[src/rtl/sfu_pkg.sv]
package sfu_pkg;

  typedef enum logic [2:0] {
    OPC_NONE  = 3'd0,
    OPC_ARITH = 3'd1,
    OPC_LOGIC = 3'd2,
    OPC_SHIFT = 3'd3,
    OPC_BITF  = 3'd4,
    OPC_CLEAR = 3'd5,
    OPC_HOLD  = 3'd6,
    OPC_RSVD  = 3'd7
  } opc_e;

  typedef enum logic [1:0] {
    DST_REG  = 2'd0,
    DST_MEM  = 2'd1,
    DST_ACC  = 2'd2,
    DST_RSVD = 2'd3
  } dst_e;

  // source for the next C value
  typedef enum logic [1:0] {
    CSRC_KEEP  = 2'd0,
    CSRC_CARRY = 2'd1,
    CSRC_SHIFT = 2'd2
  } csrc_e;

  typedef struct packed {
    logic  wr_nz;     // rewrite N and Z
    logic  nz_mid;    // take N/Z from the middle word
    logic  wr_v;      // rewrite V
    logic  v_zero;    // V forced to 0 when rewritten
    logic  force_clr; // fixed pattern of an accumulator clear
    csrc_e csrc;
  } upd_t;

  typedef struct packed {
    logic n;
    logic z;
    logic v;
    logic c;
    logic l;
  } flags_t;

endpackage

[src/rtl/sfu_decode.sv]
module sfu_decode
  import sfu_pkg::*;
(
  input  logic       valid,
  input  logic [2:0] op_class,
  input  logic [1:0] dst_sel,
  output upd_t       upd
);

  logic to_acc;
  assign to_acc = (dst_sel == DST_ACC);

  always_comb begin
    upd = '{wr_nz: 1'b0, nz_mid: 1'b0, wr_v: 1'b0, v_zero: 1'b0,
            force_clr: 1'b0, csrc: CSRC_KEEP};
    if (valid) begin
      case (op_class)
        OPC_ARITH: begin
          // accumulator-wide arithmetic is handled elsewhere
          if (!to_acc) begin
            upd.wr_nz = 1'b1;
            upd.wr_v  = 1'b1;
            upd.csrc  = CSRC_CARRY;
          end
        end
        OPC_LOGIC: begin
          upd.wr_nz  = 1'b1;
          upd.nz_mid = to_acc;
          upd.wr_v   = 1'b1;
          upd.v_zero = 1'b1;
        end
        OPC_SHIFT: begin
          upd.wr_nz  = 1'b1;
          upd.nz_mid = to_acc;
          upd.wr_v   = 1'b1;
          upd.v_zero = 1'b1;
          upd.csrc   = CSRC_SHIFT;
        end
        OPC_BITF:  upd.csrc = CSRC_CARRY;
        OPC_CLEAR: upd.force_clr = to_acc;
        default: ;
      endcase
    end
  end

endmodule

[src/rtl/sfu_calc.sv]
module sfu_calc
  import sfu_pkg::*;
#(
  parameter int DATA_W = 16,
  parameter int ACC_W  = 36
) (
  input  flags_t             cur,
  input  upd_t               upd,
  input  logic [ACC_W-1:0]   result,
  input  logic               carry_in,
  input  logic               ovf_in,
  input  logic               shift_out,
  output flags_t             nxt,
  output logic               l_trip
);

  localparam int MID_LO = DATA_W;
  localparam int MID_HI = 2*DATA_W - 1;

  function automatic logic word_neg(input logic [DATA_W-1:0] w);
    return w[DATA_W-1];
  endfunction

  function automatic logic word_zero(input logic [DATA_W-1:0] w);
    return (w == '0);
  endfunction

  logic [DATA_W-1:0] sel_word;
  assign sel_word = upd.nz_mid ? result[MID_HI:MID_LO] : result[DATA_W-1:0];

  // an update that writes V=1 trips the sticky latch
  assign l_trip = upd.wr_v && !upd.v_zero && ovf_in;

  always_comb begin
    nxt = cur;
    if (upd.force_clr) begin
      nxt.n = 1'b0;
      nxt.z = 1'b1;
      nxt.v = 1'b0;
      nxt.c = 1'b0;
    end else begin
      if (upd.wr_nz) begin
        nxt.n = word_neg(sel_word);
        nxt.z = word_zero(sel_word);
      end
      if (upd.wr_v) nxt.v = upd.v_zero ? 1'b0 : ovf_in;
      case (upd.csrc)
        CSRC_CARRY: nxt.c = carry_in;
        CSRC_SHIFT: nxt.c = shift_out;
        default:    nxt.c = cur.c;
      endcase
    end
    nxt.l = cur.l | l_trip;
  end

endmodule

[src/rtl/status_flag_unit.sv]
module status_flag_unit
  import sfu_pkg::*;
#(
  parameter int DATA_W = 16,
  parameter int ACC_W  = 36
) (
  input  logic             clk,
  input  logic             rst,
  input  logic             valid,
  input  logic [2:0]       op_class,
  input  logic [1:0]       dst_sel,
  input  logic [ACC_W-1:0] result,
  input  logic             carry_in,
  input  logic             ovf_in,
  input  logic             shift_out,
  output logic             flag_n,
  output logic             flag_z,
  output logic             flag_v,
  output logic             flag_c,
  output logic             flag_l
);

  upd_t   upd;
  flags_t flags_q, flags_d;
  logic   l_trip;

  sfu_decode u_decode (
    .valid    (valid),
    .op_class (op_class),
    .dst_sel  (dst_sel),
    .upd      (upd)
  );

  sfu_calc #(.DATA_W(DATA_W), .ACC_W(ACC_W)) u_calc (
    .cur       (flags_q),
    .upd       (upd),
    .result    (result),
    .carry_in  (carry_in),
    .ovf_in    (ovf_in),
    .shift_out (shift_out),
    .nxt       (flags_d),
    .l_trip    (l_trip)
  );

  always_ff @(posedge clk) begin
    if (rst) flags_q <= '0;
    else     flags_q <= flags_d;
  end

  assign flag_n = flags_q.n;
  assign flag_z = flags_q.z;
  assign flag_v = flags_q.v;
  assign flag_c = flags_q.c;
  assign flag_l = flags_q.l;


  reset_clear_chk: assert property (@(posedge clk)
    rst |=> (flags_q == '0));


  idle_hold_chk: assert property (@(posedge clk) disable iff (rst)
    !valid |=> $stable(flags_q));


  sticky_l_chk: assert property (@(posedge clk) disable iff (rst)
    flags_q.l |=> flags_q.l);


  l_trip_chk: assert property (@(posedge clk) disable iff (rst)
    l_trip |=> flags_q.l);


  bitf_keep_chk: assert property (@(posedge clk) disable iff (rst)
    (valid && op_class == OPC_BITF) |=>
      $stable({flags_q.n, flags_q.z, flags_q.v, flags_q.l}));


  logic_v_clr_chk: assert property (@(posedge clk) disable iff (rst)
    (valid && (op_class == OPC_LOGIC || op_class == OPC_SHIFT)) |=> !flags_q.v);


  clr_acc_chk: assert property (@(posedge clk) disable iff (rst)
    (valid && op_class == OPC_CLEAR && dst_sel == DST_ACC) |=>
      (flags_q.z && !flags_q.n && !flags_q.v && !flags_q.c));

endmodule

[config.mk]
export PLATFORM = sky130hd
export DESIGN_NAME = status_flag_unit
export DESIGN_NICKNAME = d
export VERILOG_FILES = /design/src/rtl/sfu_pkg.sv /design/src/rtl/sfu_decode.sv /design/src/rtl/sfu_calc.sv /design/src/rtl/status_flag_unit.sv
export SDC_FILE = /design/constraint.sdc
export NUM_CORES = 1
export LEC_CHECK = 0
export ABC_CLOCK_PERIOD_IN_PS = 2400
export BUFFER_PORTS_ARGS = -buffer_cell sky130_fd_sc_hd__buf_4
export CORE_AREA = 4 4 41 43
export CTS_CLUSTER_SIZE = 8
export DETAILED_ROUTE_END_ITERATION = 10
export DIE_AREA = 0 0 45 47
export GPL_ROUTABILITY_DRIVEN = 0
export PLACE_DENSITY = 0.89
export SYNTH_ARGS = -nofsm -noshare
export SYNTH_HDL_FRONTEND = slang
export SYNTH_SLANG_ARGS = --single-unit
[constraint.sdc]
create_clock -name clk -period 2.4 [get_ports clk]
set_clock_uncertainty 0.2 [all_clocks]
set_input_delay 0.24 -clock clk [delete_from_list [all_inputs] [get_ports clk]]
set_output_delay 0.24 -clock clk [all_outputs]
set_load 0.01 [all_outputs]
==> results.txt <==
- Worst slew margin relative to its limit: 75.0%
- After Yosys synthesis, XOR and XNOR cells account for 0% of the synthesized area.
- Cell with the most instances after synthesis: nor4_1
- Worst-skew pair later-pin latency: 0.25 ns
- Number of library cell types mapped by synthesis: 28
- The critical path in this run is classified as in -> reg.
- The count of nets left with antenna violations once routing finished came out at 0.
* Number of max-cap violations: 0
- For this configuration, the core starts out at a cell density of 31.7%.
- A synthesized cell averages 8.43 sq um.
* Core footprint: 1300 sq um
* Pin count of the biggest net entering global routing: 7
* Number of hold violations in the final report: 0
- Static timing analysis puts the maximum clock frequency at 0.664 GHz.
- The count of final max-slew check failures came to 0.
- The post-route netlist has 55.4% of its cells at a drive strength greater than 1.
- The final layout contains 150 nets.
- Clock tree synthesis found a total of 5 sinks.
* Result of the run: finished clean
- Port Buffers: 47
- Cell types occupying the most area after synthesis: dfxtp_1, mux2i_1, nor4_1
* Setup-failing EPs final: 0
- Summing all non-filler instances in the final layout gives an area of 821 sq um.
- Netlist Area Pre-Place: 413 sq um
- Across every metal layer, demand over resource in global routing totals 15.7%.
- Post-DP HPWL: 1290 um
- Including well taps, the total number of placed cells is 111.
- Of the total synthesized cell area, the portion taken by AND, OR, NAND and NOR gates is 39.7%.
* Share of cell area taken by muxes after synthesis: 9.70%
- Count of TritonRoute iterations in the first routing pass: 2
- After synthesis, the largest family of logic cells by area is simple AND/OR/NAND/NOR gates.
- Fraction of the mapped netlist area in adder cells: 3.03%
* Post-Route WL: 1460 um
* Count of yosys warnings during synthesis: 0
- Most numerous cell types in the synthesized netlist: nor4_1, dfxtp_1, mux2i_1, nor2_1, nor3_1
- 0 antenna diodes ended up in the layout.
* Post-DR vias/cell: 5.31
- Final hold analysis gives a worst-case slack of 0.0543 ns.
- Peak supply drop: 0.000229 V
- Share of synthesized area occupied by flip-flops and latches: 24.2%
- Setup repair after global routing missed its margin: false
- Arrival time of the worst setup path: 1.43 ns
- Number of global-route vias before repair: 649
- In this run the number of H-tree levels came out at 1.
* Leakage component of the power: 0.383 nW
- CP max FO: 4
- The signal on the critical path passes through buf_4, nand2b_1, nand3_1, o21ai_0, nand3b_1, ha_1, mux2i_1, nor2_1, a21oi_1, nor2_1.
* Clock period minus worst slack: 1.51 ns
- Chip height: 47 um
- In this run, the number of DRC markers left after iteration 0 of detailed routing was 1.
- For this run, the slowest stage of the critical path takes 0.21 ns.
- After clock tree synthesis, the repair step resized 0 gates.
- Transition time at the pin with the least slew margin: 0.372 ns
- Total Negative Setup Slacks: 0 ns
- In this run, synthesis inferred 0 flip-flops with an integrated enable.
- Dividing the detail-routed wire length by the instance count gives 12.5 um.
- # rows: 13
- Min-Delay Path Class: in -> reg
- Buffer levels on the longest clock path: 2
* Most frequently used flop master after synthesis: dfxtp_1
* Cell type with the largest total area after synthesis: dfxtp_1
* Number of nets produced by synthesis: 97
* Number of cells produced by synthesis: 49
- Endpoint type of the worst setup path: flip-flop
- The area growth from synthesis to layout is 98.8%.
- From left edge to right edge, the die measures 45 um.
* Clock edge transition at the registers on the reported setup and hold paths: 0.04 ns
- During I/O placement, the number of pins put on the boundary was 52.
- Required time reported for the critical path endpoint: 2.33 ns
- Summed over all layers, the global routing overflow is 0.
- Excluding fillers, the count of instances in the completed layout stands at 116.
- Summed over its instances, the top area cell type makes up 24.2% of the synthesized netlist area.
* Num CTS Buffers: 3
- The worst setup path is launched from an input pin.
- Area fraction in compound gates after synthesis: 20.6%
* Wire length of the first global-routing pass: 2420 um
- Synthesized flop and latch total: 5
* Root buf cell: clkbuf_4
- Share of the clock period used by the worst path: 62.8%
* Total power density per cell area: 351 nW/um^2
- Clock tree from TritonCTS: yes
- In the routed design, unresolved DRC markers number 0.
- Cell area reported after detailed placement: 785 sq um
* Antenna violations before repair: 0
* Top cell by count, worst path: nor2_1
* Cell with the largest stage delay on the worst path: nand2b_1
- The routed layout has 616 vias.
- Of all flip-flops after synthesis, the portion carrying an async set or reset was 0%.
- The floorplan step defined a die boundary enclosing 2120 sq um.
[stage by stage]
stage / setup WS (ns) / power [mW] / util (%)
global placement: 0.692 / 0.182 / 60.3
global route: 0.750 / 0.308 / 63.1
finish: 0.894 / 0.288 / 63.1
CTS: 0.888 / 0.290 / 63.1
floorplan: 0.894 / 0.117 / -
detailed placement: 0.634 / 0.184 / 60.3
[repair_timing]
item	in CTS	in global routing
buffers inserted	0	0
hold endpoints to repair	1	0
hold buffers	1	0
[area by class of cell]
type / count / area (sq um)
Clock buffer: 4 / 26.3
Fill cell: 117 / 480
Sequential cell: 5 / 100
Multi-Input combinational cell: 41 / 302
Tap cell: 15 / 18.8
Inverter: 3 / 11.3
Timing Repair Buffer: 48 / 363
[cell usage in the layout (no fill, tap or decap), drive strengths merged]
cell | synthesis | layout
buf | 0 | 47
nor4 | 6 | 6
dfxtp | 5 | 5
mux2i | 4 | 4
nor2 | 4 | 4
nor3 | 4 | 4
clkbuf | 0 | 4
inv | 3 | 3
o21ai | 2 | 2
nor3b | 2 | 2
a21oi | 2 | 2
nand4 | 2 | 2
nand3b | 2 | 2
nand2 | 2 | 2
nand2b | 1 | 1
nand3 | 1 | 1
o41ai | 1 | 1
and2b | 1 | 1
a31oi | 1 | 1
a311oi | 1 | 1
o21a | 1 | 1
o31ai | 1 | 1
a22o | 1 | 1
a32o | 1 | 1
ha | 1 | 1
dlygate4sd3 | 0 | 1
[report_power, final]
group	switching, mW	internal, mW
registers	0.00196	0.0865
logic	0.0338	0.0617
clock network	0.0406	0.0632
[layer usage]
layer	GRT usage, %	share of wire, %	vias up
li1	-	-	302
met1	15.3	35	271
met2	28.0	49	39
met3	6.90	14	4
met4	8.77	2.7	0
met5	0	0	-
[worst max-delay path, delay by kind of cell]
kind | cells | cell delay, ns
AND/OR/NAND/NOR | 5 | 0.53
buffers and inverters | 1 | 0.11
multiplexers | 1 | 0.20
AO/OA/AOI/OAI | 2 | 0.19
adder cells (fa/ha/maj) | 1 | 0.16
[cells by family (layout without fill, tap and decap cells)]
family | after synthesis | after routing
DFF | 5 | 5
and+or+nand+nor | 25 | 25
AOI/OAI and AO/OA | 11 | 11
muxes | 4 | 4
buffers and inverters | 3 | 55
adders and majority gates | 1 | 1
[flip-flops by register name (all words and copies together), names as in the netlist]
name    flops
flag_n      1
flag_c      1
flag_z      1
flag_l      1
flag_v      1
[final timing paths]
path | start | end | slack (ns) | cells after the start
max reg2reg | flag_z | flag_z | 1.28 | 4
min | ovf_in | flag_l | 0.05 | 3
max | dst_sel[0] | flag_c | 0.89 | 10
min reg2reg | flag_c | flag_c | 0.29 | 2
Note: power is estimated with default switching activity, not from simulation.
